<file path="src/rtl/mesh_router_pkg.sv">
package mesh_router_pkg;
  localparam int NP = 5;
  localparam logic [2:0] P_EAST  = 3'd0;
  localparam logic [2:0] P_WEST  = 3'd1;
  localparam logic [2:0] P_NORTH = 3'd2;
  localparam logic [2:0] P_SOUTH = 3'd3;
  localparam logic [2:0] P_LOCAL = 3'd4;

  typedef enum logic [1:0] {PH_HEAD, PH_SIZE, PH_BODY} phase_e;

  // X first, then Y, local when both match
  function automatic logic [2:0] xy_route(input logic [7:0] tx, input logic [7:0] ty,
                                          input logic [7:0] mx, input logic [7:0] my);
    if (tx > mx) return P_EAST;
    if (tx < mx) return P_WEST;
    if (ty > my) return P_NORTH;
    if (ty < my) return P_SOUTH;
    return P_LOCAL;
  endfunction
endpackage

</file>
<file path="src/rtl/flit_fifo.sv">
module flit_fifo #(
  parameter int W     = 16,
  parameter int DEPTH = 8
) (
  input  logic         clk,
  input  logic         rst_n,
  input  logic         push,
  input  logic         pop,
  input  logic [W-1:0] din,
  output logic [W-1:0] dout,
  output logic         empty,
  output logic         full
);
  localparam int AW = (DEPTH > 1) ? $clog2(DEPTH) : 1;
  localparam int CW = $clog2(DEPTH + 1);

  logic [W-1:0]  mem [DEPTH];
  logic [AW-1:0] rd, wr;
  logic [CW-1:0] cnt;

  assign empty = (cnt == '0);
  assign full  = (cnt == CW'(DEPTH));
  assign dout  = mem[rd];

  always_ff @(posedge clk) begin
    if (push) mem[wr] <= din;
  end

  always_ff @(posedge clk) begin
    if (!rst_n) begin
      rd  <= '0;
      wr  <= '0;
      cnt <= '0;
    end else begin
      if (push) wr <= (wr == AW'(DEPTH - 1)) ? '0 : wr + 1'b1;
      if (pop)  rd <= (rd == AW'(DEPTH - 1)) ? '0 : rd + 1'b1;
      case ({push, pop})
        2'b10:   cnt <= cnt + 1'b1;
        2'b01:   cnt <= cnt - 1'b1;
        default: cnt <= cnt;
      endcase
    end
  end
endmodule

</file>
<file path="src/rtl/rr_arb.sv">
module rr_arb #(
  parameter int N = 5
) (
  input  logic         clk,
  input  logic         rst_n,
  input  logic [N-1:0] req,
  output logic [N-1:0] grant
);
  localparam int PW = $clog2(N);
  logic [PW-1:0] ptr;

  // first requester at or after the pointer
  always_comb begin
    int  idx;
    logic found;
    grant = '0;
    found = 1'b0;
    for (int k = 0; k < N; k++) begin
      idx = (int'(ptr) + k) % N;
      if (!found && req[idx]) begin
        grant[idx] = 1'b1;
        found      = 1'b1;
      end
    end
  end

  always_ff @(posedge clk) begin
    if (!rst_n) ptr <= '0;
    else begin
      for (int j = 0; j < N; j++)
        if (grant[j]) ptr <= (j == N - 1) ? '0 : PW'(j + 1);
    end
  end
endmodule

</file>
<file path="src/rtl/mesh_router.sv">
module mesh_router
  import mesh_router_pkg::*;
#(
  parameter int FLIT_W = 16,
  parameter int QDEPTH = 8,
  parameter int MY_X   = 1,
  parameter int MY_Y   = 1
) (
  input  logic                   clk,
  input  logic                   rst_n,
  input  logic [4:0]             in_req,
  input  logic [4:0][FLIT_W-1:0] in_flit,
  output logic [4:0]             in_ack,
  output logic [4:0]             out_req,
  output logic [4:0][FLIT_W-1:0] out_flit,
  input  logic [4:0]             out_ack
);
  localparam int TW = FLIT_W / 2;
  localparam int CW = TW / 2;

  logic [NP-1:0][FLIT_W-1:0] head;
  logic [NP-1:0]             empty, full, push, pop;
  logic [NP-1:0][2:0]        want;
  logic [NP-1:0]             req_vec, grant_vec;
  logic [NP-1:0]             out_busy, linked, xfer_out, xfer_in, done_pkt;
  logic [NP-1:0][2:0]        out_src, in_dst;
  logic [NP-1:0][FLIT_W-1:0] left;
  phase_e [NP-1:0]           phase;

  // accept only while the queue has room
  assign in_ack = in_req & ~full;
  assign push   = in_req & in_ack;

  for (genvar g = 0; g < NP; g++) begin : g_q
    flit_fifo #(.W(FLIT_W), .DEPTH(QDEPTH)) q_i (
      .clk(clk), .rst_n(rst_n), .push(push[g]), .pop(pop[g]),
      .din(in_flit[g]), .dout(head[g]), .empty(empty[g]), .full(full[g])
    );
  end

  always_comb begin
    for (int i = 0; i < NP; i++) begin
      want[i]    = xy_route(8'(head[i][TW-1:CW]), 8'(head[i][CW-1:0]),
                            8'(MY_X), 8'(MY_Y));
      req_vec[i] = !empty[i] && !linked[i] && !out_busy[want[i]];
    end
  end

  rr_arb #(.N(NP)) arb_i (.clk(clk), .rst_n(rst_n), .req(req_vec), .grant(grant_vec));

  // an output shows the head of its connected queue
  always_comb begin
    for (int o = 0; o < NP; o++) begin
      out_req[o]  = out_busy[o] && !empty[out_src[o]];
      out_flit[o] = head[out_src[o]];
    end
    xfer_out = out_req & out_ack;
    for (int i = 0; i < NP; i++) begin
      xfer_in[i]  = linked[i] && xfer_out[in_dst[i]];
      // release after the length flit (N=0) or the last payload flit
      done_pkt[i] = xfer_in[i] &&
                    ((phase[i] == PH_SIZE && head[i] == '0) ||
                     (phase[i] == PH_BODY && left[i] == FLIT_W'(1)));
    end
  end
  assign pop = xfer_in;

  always_ff @(posedge clk) begin
    if (!rst_n) begin
      out_busy <= '0;
      out_src  <= '0;
      linked   <= '0;
      in_dst   <= '0;
      left     <= '0;
      for (int i = 0; i < NP; i++) phase[i] <= PH_HEAD;
    end else begin
      for (int i = 0; i < NP; i++) begin
        if (grant_vec[i]) begin
          linked[i]         <= 1'b1;
          in_dst[i]         <= want[i];
          phase[i]          <= PH_HEAD;
          out_busy[want[i]] <= 1'b1;
          out_src[want[i]]  <= 3'(i);
        end
        if (xfer_in[i]) begin
          case (phase[i])
            PH_HEAD: phase[i] <= PH_SIZE;
            PH_SIZE: begin
              left[i]  <= head[i];
              phase[i] <= PH_BODY;
            end
            default: left[i] <= left[i] - 1'b1;
          endcase
        end
        if (done_pkt[i]) begin
          linked[i]           <= 1'b0;
          out_busy[in_dst[i]] <= 1'b0;
          phase[i]            <= PH_HEAD;
        end
      end
    end
  end
endmodule

</file>
<file path="config.mk">
export PLATFORM = sky130hd
export DESIGN_NAME = mesh_router
export DESIGN_NICKNAME = d
export VERILOG_FILES = /design/src/rtl/mesh_router_pkg.sv /design/src/rtl/flit_fifo.sv /design/src/rtl/rr_arb.sv /design/src/rtl/mesh_router.sv
export SDC_FILE = /design/constraint.sdc
export NUM_CORES = 1
export LEC_CHECK = 0
export BUFFER_PORTS_ARGS = -buffer_cell sky130_fd_sc_hd__buf_2
export CAP_MARGIN = 5
export CELL_PAD_IN_SITES_DETAIL_PLACEMENT = 1
export CELL_PAD_IN_SITES_GLOBAL_PLACEMENT = 1
export CORE_ASPECT_RATIO = 0.75
export CORE_MARGIN = 2
export CORE_UTILIZATION = 50
export CTS_CLUSTER_DIAMETER = 100
export DETAILED_ROUTE_END_ITERATION = 8
export HOLD_SLACK_MARGIN = 0.08
export PLACE_DENSITY = 0.79
export SLEW_MARGIN = 20
export SYNTH_ARGS = -nofsm -noshare
export SYNTH_HDL_FRONTEND = slang
export SYNTH_HIERARCHICAL = 1
export SYNTH_SLANG_ARGS = --single-unit
</file>
<file path="constraint.sdc">
create_clock -name clk -period 17.4 [get_ports clk]
set_input_delay 3.48 -clock clk [delete_from_list [all_inputs] [get_ports clk]]
set_output_delay 3.48 -clock clk [all_outputs]
set_load 0.005 [all_outputs]
</file>
==> flow_summary.toml <==
[critical_path]
crit_type = "reg -> reg"
crit_family = "simple AND/OR/NAND/NOR gates"
cp_num_buf_inv = 3
cpPeakStageDelay_ns = 0.88
crit_chain = "clkinv_1, ha_1, inv_1, ha_1, nor3_2, nor3_1, or2_4, ha_1, and2b_2, or4_1, o311a_1, and3_2, or4_4, a2111oi_4, nand4_2, o311ai_2, buf_4, nand2_1, or2_1, o22ai_1, or4_1, o21ai_0, o21a_1, nor3_1"
cpMaxStageDelayCell = "ha_1"
cp_common_cell = "ha_1"
worstSetupStartpointType = "flop"
critical_path.max_fanout = 20
endpoint_kind = "flop"
required_ns = 17.91
arrival_ns = 8.90

[placement]
port_buffers = 181
gp_congestion = 0.970
dp.final_hpwl_um = 96200
dp_slack_ns = 9.29

[sta]
whs_ns = 0.495
maxSlewHeadroom = 0.230
min_period_over_period = 0.482
finalSetupViolCount = 0
fmax_ghz = 0.119
skew_ns = 0.0574
fin_crit_ns = 8.39
setup_ws_ns = 9.01
tightest_slew_ns = 1.15
fin_setup_tns_ns = 0
hold_viol = 0
maxSlewViolCount = 0
rsz0062_at_grt = "no"

[drt]
dr.first_iter.drc_count = 3702
drtPass1Iterations = 6
wl_per_cell_um = 30.1
drtAntennaViolNets = 0
via_count = 31500
drcViolationCount = 0
vias_per_cell = 6.68
wirelength_um = 142000

[final_layout]
layout_commonest_cell = "edfxtp_1"
syn_to_final_growth_pct = 11.0
drive_gt1_frac = 0.163
mostFrequentLayoutCells = "640 x edfxtp_1, 320 x nor2_1, 246 x a21oi_1"
fin_nets = 3676

[floorplan]
start_util = 0.507
row_count = 92
core_um2 = 84400
fp.dieW_um = 342
die_y_um = 257
ios = 182
die-area_um2 = 88000

[clock_network]
cts_buffer_depth = 3
cts_buffers = 82
cts_resized = 0
cts.sinks = 838
tritoncts = "built"
post_cts_buffers = 0
cts_root_buffer = "clkbuf_16"
clkSlewWorstSetupHoldPaths_ns = 0.07
hold_buffers = 0
clock_latency_ns = 0.66
h-tree-depth = 3

[global_route]
grt-ovfl-total = 0
antenna_found_initial = 16
grt_max_degree = 79
grtUsageTotal = 0.316
grt_pass1_wl_um = 210000
grt_pass1_vias = 32300

[power]
power.density_nw_per_um2 = 118
total_power_mw = 5.59
p_leak_nw = 16.1
irDropWorstVdd_uv = 102

[hold_path]
hold_class = "reg -> reg"

[logic_synthesis]
ys_seq_elements = 838
ys_seq_area_frac = 0.542
synth.avg_cell_area_um2 = 12.6
yosys_warnings = 6
synth_fp_nets = 3575
synth.distinct_cells = 110
synth_area_um2 = 42800
async_flop_share = 0
synth_edf_count = 640
syn_inst = 3409
synth_ff_type = "edfxtp_1"

[flow_run]
cap_violations = 0

[outcome]
status = "complete, no violations"
per-layer routing:
| metal | track usage | part of all wire | wire (µm) | up-vias |
|---|---|---|---|---|
| li1 | - | - | - | 13500 |
| met1 | 0.419 | 0.39 | 55900 | 15900 |
| met2 | 0.499 | 0.47 | 66100 | 1643 |
| met3 | 0.0827 | 0.099 | 14100 | 358 |
| met4 | 0.121 | 0.039 | 5470 | 14 |
| met5 | 0 | 0.00056 | 79 | - |
final cells by class:
class,instances,area (µm²)
Antenna cell,5,12.5
Clock buffer,109,2230
Clock inverter,41,462
Fill cell,8379,36900
Inverter,64,240
Multi-Input combinational cell,2264,18400
Sequential cell,838,23200
Tap cell,1128,1410
Timing Repair Buffer,260,1520
synth_stat cells (40+ instances only):
| cell | count | area [µm²] |
|---|---|---|
| ha_1 | 74 | 926 |
| mux2_2 | 83 | 935 |
| edfxtp_1 | 640 | 19200 |
| dfxtp_1 | 198 | 3960 |
| nand2_1 | 180 | 676 |
| nand3_1 | 57 | 285 |
| mux2i_1 | 211 | 2110 |
| clkbuf_1 | 130 | 488 |
| a21oi_1 | 246 | 1230 |
| buf_1 | 40 | 150 |
| o21ai_0 | 69 | 345 |
| nor2_1 | 331 | 1240 |
| nand2b_1 | 65 | 407 |
| nor3_1 | 70 | 350 |
| inv_1 | 60 | 225 |
| nor2b_1 | 54 | 338 |
| o22ai_1 | 100 | 626 |
| mux4_1 | 140 | 3680 |
cell families (layout without fill, tap and decap cells):
logic type / count (synthesis) / in the layout / synth area share
adder cells (fa/ha/maj): 74 / 74 / 0.0216
buffers and inverters: 307 / 474 / 0.0335
flip-flops: 838 / 838 / 0.542
AND/OR/NAND/NOR: 985 / 985 / 0.116
XOR/XNOR: 23 / 23 / 0.00488
multiplexers: 457 / 457 / 0.169
AO/OA/AOI/OAI: 725 / 725 / 0.113
other: 0 / 5 / 0
per-stage QoR:
| step | area (µm²) | instances | utilization |
|---|---|---|---|
| floorplan | 42800 | 3409 | - |
| global placement | 44700 | 4551 | 0.529 |
| detailed placement | 44700 | 4551 | 0.530 |
| CTS | 47400 | 4701 | 0.562 |
| global route | 47500 | 4706 | 0.563 |
| finish | 47500 | 4709 | 0.563 |
power by group:
part	internal (mW)	leakage, nW	total, mW	switching, mW
combinational	0.512	7.35	1.49	0.979
clock	1.02	1.30	1.81	0.790
sequential	2.21	7.42	2.30	0.0823
total	3.74	16.1	5.59	1.85
tightest hold or removal path: stages (launching register included):
cell	delay (ns)
dfxtp_1	0.33
nand2_1	0.06
mux2i_1	0.05
worst paths after layout:
kind                                   startpoint                end  slack [ns]  cells past startpoint
worst min-delay path            g_q[3].q_i/cnt[3]  g_q[3].q_i/cnt[3]        0.50                      2
worst min register to register  g_q[3].q_i/cnt[3]  g_q[3].q_i/cnt[3]        0.50                      2
worst max-delay path                 arb_i/ptr[1]        out_busy[4]        9.01                     24
worst max register to register       arb_i/ptr[1]        out_busy[4]        9.01                     24
flip-flops by register name, indices dropped and copies added, names as in the netlist, named ones only:
| name | cells |
|---|---|
| g_q.q_i/rd | 15 |
| g_q.q_i/cnt | 20 |
| in_dst | 15 |
| g_q.q_i/wr | 15 |
| out_src | 15 |
| arb_i/ptr | 3 |
| out_busy | 5 |
| phase | 10 |
| g_q.q_i/mem | 640 |
| left | 80 |
| linked | 5 |
(Power assumes the default switching activity.)
